`src/rtl/sword_rx.sv`:
```
module sword_rx #(
  parameter int W = 16
) (
  input  logic         clk,
  input  logic         rst_n,
  input  logic         mcu_mode,
  input  logic         chain_en,
  input  logic         sclk_in,
  input  logic         sync_n_in,
  input  logic         sdata_in,
  output logic [W-1:0] word_out,
  output logic         word_valid,
  output logic         chain_out
);
  localparam int CW = $clog2(W + 1);
  localparam logic [CW-1:0] LAST = CW'(W - 1);

  logic ck1, ck2, ck3, sy1, sy2, sy3, d1, d2;
  logic sc_fall, sy_fall, sy_rise;
  logic open, full, chain_q;
  logic [CW-1:0] cnt;
  logic [W-1:0] shreg, dly;

  always_ff @(posedge clk) begin
    if (!rst_n) begin
      {ck1, ck2, ck3} <= 3'b111;
      {sy1, sy2, sy3} <= 3'b111;
      {d1, d2} <= 2'b00;
    end else begin
      {ck1, ck2, ck3} <= {sclk_in, ck1, ck2};
      {sy1, sy2, sy3} <= {sync_n_in, sy1, sy2};
      {d1, d2} <= {sdata_in, d1};
    end
  end

  assign sc_fall = ck3 & ~ck2;
  assign sy_fall = sy3 & ~sy2;
  assign sy_rise = ~sy3 & sy2;
  assign chain_out = chain_en & chain_q;

  always_ff @(posedge clk) begin
    if (!rst_n) begin
      dly <= '0;
      chain_q <= 1'b0;
    end else if (sc_fall) begin
      dly <= {dly[W-2:0], d2};
      chain_q <= dly[W-1];
    end
  end

  always_ff @(posedge clk) begin
    if (!rst_n) begin
      open <= 1'b0;
      full <= 1'b0;
      cnt <= '0;
      shreg <= '0;
      word_out <= '0;
      word_valid <= 1'b0;
    end else begin
      word_valid <= 1'b0;
      if (sy_fall) begin
        open <= 1'b1;
        full <= 1'b0;
        cnt <= '0;
      end else if (open) begin
        if (mcu_mode && sy_rise) begin
          open <= 1'b0;
          full <= 1'b0;
          if (full) begin
            word_out <= shreg;
            word_valid <= 1'b1;
          end
        end else if (sc_fall && !full) begin
          shreg <= {shreg[W-2:0], d2};
          cnt <= cnt + 1'b1;
          if (cnt == LAST) begin
            if (mcu_mode) full <= 1'b1;
            else begin
              open <= 1'b0;
              word_out <= {shreg[W-2:0], d2};
              word_valid <= 1'b1;
            end
          end
        end
      end
    end
  end

  a_r9_single_strobe: assert property (@(posedge clk) disable iff (!rst_n)
    word_valid |=> !word_valid);
  a_r8_chain_gate: assert property (@(posedge clk) disable iff (!rst_n)
    !chain_en |-> !chain_out);
  a_r3_commit_on_rise: assert property (@(posedge clk) disable iff (!rst_n)
    (word_valid && mcu_mode) |-> $past(sy_rise));
  a_r5_commit_on_bit: assert property (@(posedge clk) disable iff (!rst_n)
    (word_valid && !mcu_mode) |-> $past(sc_fall));
  a_r7_chain_moves_on_edge: assert property (@(posedge clk) disable iff (!rst_n)
    (!$past(sc_fall) && $stable(chain_en)) |-> $stable(chain_out));
  a_r10_no_strobe_closed: assert property (@(posedge clk) disable iff (!rst_n)
    (!open && !sy_fall) |=> !word_valid);
endmodule

```
`config.mk`:
```
export PLATFORM = sky130hd
export DESIGN_NAME = sword_rx
export DESIGN_NICKNAME = d
export VERILOG_FILES = /design/src/rtl/sword_rx.sv
export SDC_FILE = /design/constraint.sdc
export NUM_CORES = 1
export LEC_CHECK = 0
export BUFFER_PORTS_ARGS = -buffer_cell sky130_fd_sc_hd__buf_2
export CORE_UTILIZATION = 55
export CTS_CLUSTER_SIZE = 14
export DETAILED_ROUTE_END_ITERATION = 16
export PLACE_DENSITY = 0.73
export SYNTH_ARGS = -nofsm -noshare
export SYNTH_HDL_FRONTEND = slang
export SYNTH_SLANG_ARGS = --single-unit
export TNS_END_PERCENT = 100
```
`constraint.sdc`:
```
create_clock -name clk -period 2 [get_ports clk]
set_clock_uncertainty 0.05 [all_clocks]
set_input_delay 0.4 -clock clk [delete_from_list [all_inputs] [get_ports clk]]
set_output_delay 0.4 -clock clk [all_outputs]
set_load 0.05 [all_outputs]
```
# Word-level counts from Yosys, hierarchy flattened
# Cells that the tools add are included.
dict set report word_totals {
  out_inout_bits 18
  reg_bits 65
  input_bits 7
  word_cells 63
}
dict set report op_classes {
  n_bitwise 11
  n_reduce_logical 12
  n_eq_ne 3
  mux 20
  add_sub_neg 1
}
# cell n
set op_table {}
lappend op_table {{$mux W16} 5}
lappend op_table {{$mux W1} 15}
lappend op_table {{$reduce_and A4 Y1} 2}
lappend op_table {{$not A1 Y1} 7}
lappend op_table {{$reduce_and A6 Y1} 1}
lappend op_table {{$reduce_bool A2 Y1} 3}
lappend op_table {{$add A5 B1 Y5 const B} 1}
lappend op_table {{$eq A5 B4 Y1 const B} 1}
lappend op_table {{$and A1 B1 Y1} 4}
lappend op_table {{$reduce_and A3 Y1} 1}
lappend op_table {{$reduce_or A3 Y1} 1}
lappend op_table {{$logic_and A1 B1 Y1} 2}
lappend op_table {{$ne A2 B1 Y1 const B} 1}
lappend op_table {{$ne A2 B2 Y1 const B} 1}
lappend op_table {{$reduce_or A2 Y1} 1}
lappend op_table {{$logic_not A1 Y1} 1}

# Longest topological paths before layout
dict set report logic_depth {
  depth_word 7
  mapped_depth 8
  ltp_nobuf 6
}

# Worst setup path before layout
# No wires, ideal clock.
dict set report synth_path {
  path_type {reg-to-reg}
  start {register cnt[0]}
  end {register word_out[10]}
  required_ns 1.831
  n_path_buf 2
  path_stages_with_launch 9
  arrival_ns 1.539
  setup_slack_ns 0.291
  cell_sequence {dfxtp_1 -> ha_1 -> and3_1 -> ha_1 -> a31oi_1 -> a211o_1 -> buf_6 -> buf_12 -> mux2i_1}
}
dict set report synth_between {
  elab_chain_cells 3
}
# element line
set synth_rtl {}
lappend synth_rtl {{from (decl)} 21} ;# logic [CW-1:0] cnt;
lappend synth_rtl {{from (signal assigned)} 75} ;# cnt <= cnt + 1'b1;
lappend synth_rtl {{$eq A5 B4 Y1} 76} ;# if (cnt == LAST) begin
lappend synth_rtl {{$reduce_bool A2 Y1 (no line)} --}
lappend synth_rtl {{$reduce_and A6 Y1 (no line)} --}
lappend synth_rtl {{to (signal assigned)} 70} ;# word_out <= shreg;
lappend synth_rtl {{to (signal assigned)} 80} ;# word_out <= {shreg[W-2:0], d2};
lappend synth_rtl {{to (decl)} 11} ;# output logic [W-1:0] word_out,
# Every way passes these cells.
# A chain may end at the register's enable or synchronous reset.

# Worst setup path after layout
dict set report layout_path {
  start {register cnt[0]}
  end {register word_out[0]}
}
# The elaborated chain is that of the path after synthesis.

==> metrics.md <==
| Metric | Value |
|---|---|
| Status | finished, violations left |
| Violations in the final reports | DRC |
| Endpoint of the worst setup timing path | word_out[0] |
| Number of warnings issued by yosys | 0 |
| Leading cell types by count after synthesis | sky130_fd_sc_hd__nand2_1, sky130_fd_sc_hd__dfxtp_1, sky130_fd_sc_hd__a21oi_1, sky130_fd_sc_hd__nand3_1, sky130_fd_sc_hd__o21ai_0 |
| Setup bufs post-CTS | 0 |
| Primary flip-flop cell chosen by synthesis mapping | sky130_fd_sc_hd__dfxtp_1 |
| Yosys top cell by area | sky130_fd_sc_hd__dfxtp_1 |
| Arrival time at the worst endpoint | 1990 ps |
| Die height | 71.3 um |
| Ports placed on the boundary | 25 |
| Most frequent cell after synthesis | sky130_fd_sc_hd__nand2_1 |
| Maximum resistive drop on vdd | 0.651 mV |
| Slew at the pin closest to its max-slew limit | 452 ps |
| Total wire length after detailed routing | 4330 um |
| Maximum clock path buffer count | 2 |
| Power per standard cell area | 860 nW/um2 |
| CTS tree | yes |
| Share of flip-flops with an asynchronous set or reset after synthesis | 0% |
| HPWL after DPL | 2860 um |
| TritonCTS sink count | 65 |
| Fmax | 560 MHz |
| Share of the cycle needed by the critical path after routing | 89.3% |
| Final critical-path required period | 1790 ps |
| Mapped Cells | 302 |
| Starting Density | 59.0% |
| Global-route wire length before repair | 7690 um |
| Critical path type | register to register |
| Avg Cell Area, Syn | 8.74 um2 |
| Per-cell via count in the routed design | 5.23 |
| Global placer's final weighted congestion | 0.749 |
| Number of nets in the layout | 330 |
| Count of TritonRoute iterations in the first routing pass | 10 |
| Cts repair resizes | 0 |
| Count of pins over their slew limit | 0 |
| EDFF count, synth | 0 |
| Max-slew headroom at the worst pin | 69.7% |
| Setup-failing EPs final | 0 |
| Number of global-route vias before repair | 1793 |
| Global-route total usage across every layer | 19.4% |
| Count of filler cells inserted in the layout | 388 |
| Share of the synthesized area in the top cell type | 49.3% |
| Final instance area | 2980 um2 |
| Maximum number of pins on one net before global-route repair | 67 |
| Count of buffers inserted at the top-level ports | 24 |
| Cts hold-fix bufs | 0 |
| Number of max-capacitance violations reported | 0 |
| Avg WL per Cell | 11.5 um |
| Fraction of final layout cells sized beyond drive strength 1 | 18.8% |
| Later-pin clock latency in the skew report | 330 ps |
| Cell Area, Placed | 2770 um2 |
| Total Die Area | 5080 um2 |
| Vias | 1972 |
| Number of standard-cell rows in the floorplan | 24 |
| Critical R2R Launch | cnt[0] |
| DRC violation total after the first TritonRoute iteration | 135 |
| Total global routing overflow | 0 |
| Core Box Area | 4470 um2 |
| DR DRC count | 1 |
| Hold Path Class | primary input to register |
| Setup TNS | 0 ps |
| Clock transition at the registers of the reported paths | 60 ps |
| Required time of the critical path | 2200 ps |
| Hold Crit Start | sync_n_in |
| Count of final hold-check violations | 0 |
| Total CTS buffers | 9 |
| Area overhead of the layout relative to synthesis | 12.9% |
| Register-to-Register Setup Slack | 210 ps |
| Number of diodes | 0 |
| Biggest fanout along the worst timing path | 16 |
| Detail Route Antenna Nets | 0 |
| Synthesized Nets | 311 |
| Leading cell types by total area after synthesis | sky130_fd_sc_hd__dfxtp_1, sky130_fd_sc_hd__nand2_1, sky130_fd_sc_hd__mux2_2 |
| Synthesized flop and latch total | 65 |
| Max H-tree Level | 3 |
| Sequential cell area fraction in the yosys report | 49.3% |
| Critical Path Start Type | register |
| RSZ-0062 raised after global routing | no |
| Chip Width | 71.3 um |
| Distinct cell type count of the synthesized netlist | 34 |
| Antenna violations before repair | 0 |
| Endpoint kind of the worst setup timing path | register |
| Post-Synthesis Cell Area | 2640 um2 |
| Worst setup path startpoint | cnt[0] |
| Leak Pwr | 1.22 nW |
| Clk root buf | sky130_fd_sc_hd__clkbuf_8 |
| Logic depth of the worst register-to-register path | 7 |
| Critical R2R Capture | word_out[0] |
[how the worst min path moves through the flow]
stage / end / slack, ps / depth (start not counted)
6_report: sy1 / 200 / 2
5_1_grt: ck1 / 200 / 2
4_1_cts: sy1 / 190 / 2
3_5_place_dp: sy2 / 340 / 1
3_3_place_gp: ck2 / 340 / 1
2_1_floorplan: ck2 / 340 / 1
[flip-flops by register name, summed over array words and instances, names as in the netlist]
register    count
sy1             1
d1              1
d2              1
full            1
ck3             1
sy2             1
shreg          16
dly            16
ck2             1
chain_q         1
word_out       16
ck1             1
sy3             1
cnt             5
open            1
word_valid      1
[per-layer routing]
metal  part of all wire [%]  track usage (%)  up-vias
li1                       -                -     1045
met1                     50             24.3      897
met2                     45             30.5       19
met3                    2.4             5.06       11
met4                    2.2             10.7        0
met5                      0                0        -
[metrics by stage]
stage               utilization (%)  setup slack, ps  hold slack, ps  instances  power [mW]
finish                         66.6              215             204        377        2.56
global route                   66.6             54.5             201        377        2.66
CTS                            66.6              149             189        377        2.59
detailed placement             61.9              169             344        362        1.41
global placement               61.9              239             341        362        1.41
floorplan                         -              291             336        302        1.39
[report_power, final]
| part | switching (mW) | internal (mW) |
|---|---|---|
| Clock | 0.453 | 0.728 |
| Combinational | 0.0493 | 0.0225 |
| Sequential | 0.00667 | 1.30 |
[worst max-delay path, stage by stage (launching register included)]
cell	delay, ps
sky130_fd_sc_hd__dfxtp_1	330
sky130_fd_sc_hd__ha_1	210
sky130_fd_sc_hd__and3_1	180
sky130_fd_sc_hd__ha_1	210
sky130_fd_sc_hd__a31oi_1	140
sky130_fd_sc_hd__a211o_1	140
sky130_fd_sc_hd__buf_6	220
sky130_fd_sc_hd__mux2i_1	230
[kinds of logic (layout without fill, tap and decap cells)]
logic type	after synthesis	count (layout)	share of synthesized area, %
buf+inv	27	50	5.07
simple gates	128	128	21.4
mux	33	33	13.3
fa+ha+maj	2	2	0.948
compound gates	45	45	9.34
flops	65	65	49.3
xor+xnor	2	2	0.664
[area by class of cell]
type / count / area (um2) / share of cell area [%]
Tap cell: 52 / 65.1 / 2.18
Inverter: 5 / 18.8 / 0.629
Multi-Input combinational cell: 210 / 1200 / 40.4
Clock buffer: 12 / 145 / 4.87
Clock inverter: 3 / 65.1 / 2.18
Timing Repair Buffer: 30 / 181 / 6.08
Sequential cell: 65 / 1300 / 43.6
[cells in the final DEF (no fill, tap or decap), drive strengths merged]
master   n
o21ai   18
and2     3
nor2     4
nand2b   6
nor2b    1
a31oi    1
dfxtp   65
clkinv   2
clkbuf  12
a41oi    1
mux2i   17
buf     30
and3b    1
nand4    2
bufinv   2
a211o    1
a211oi   4
and3     2
mux2    16
nand3   19
xnor2    1
inv      4
nand2   86
nor3b    1
or3      1
nand3b   1
ha       2
a21oi   19
or2b     1
xor2     1
o211ai   1
(Power assumes the default switching activity.)
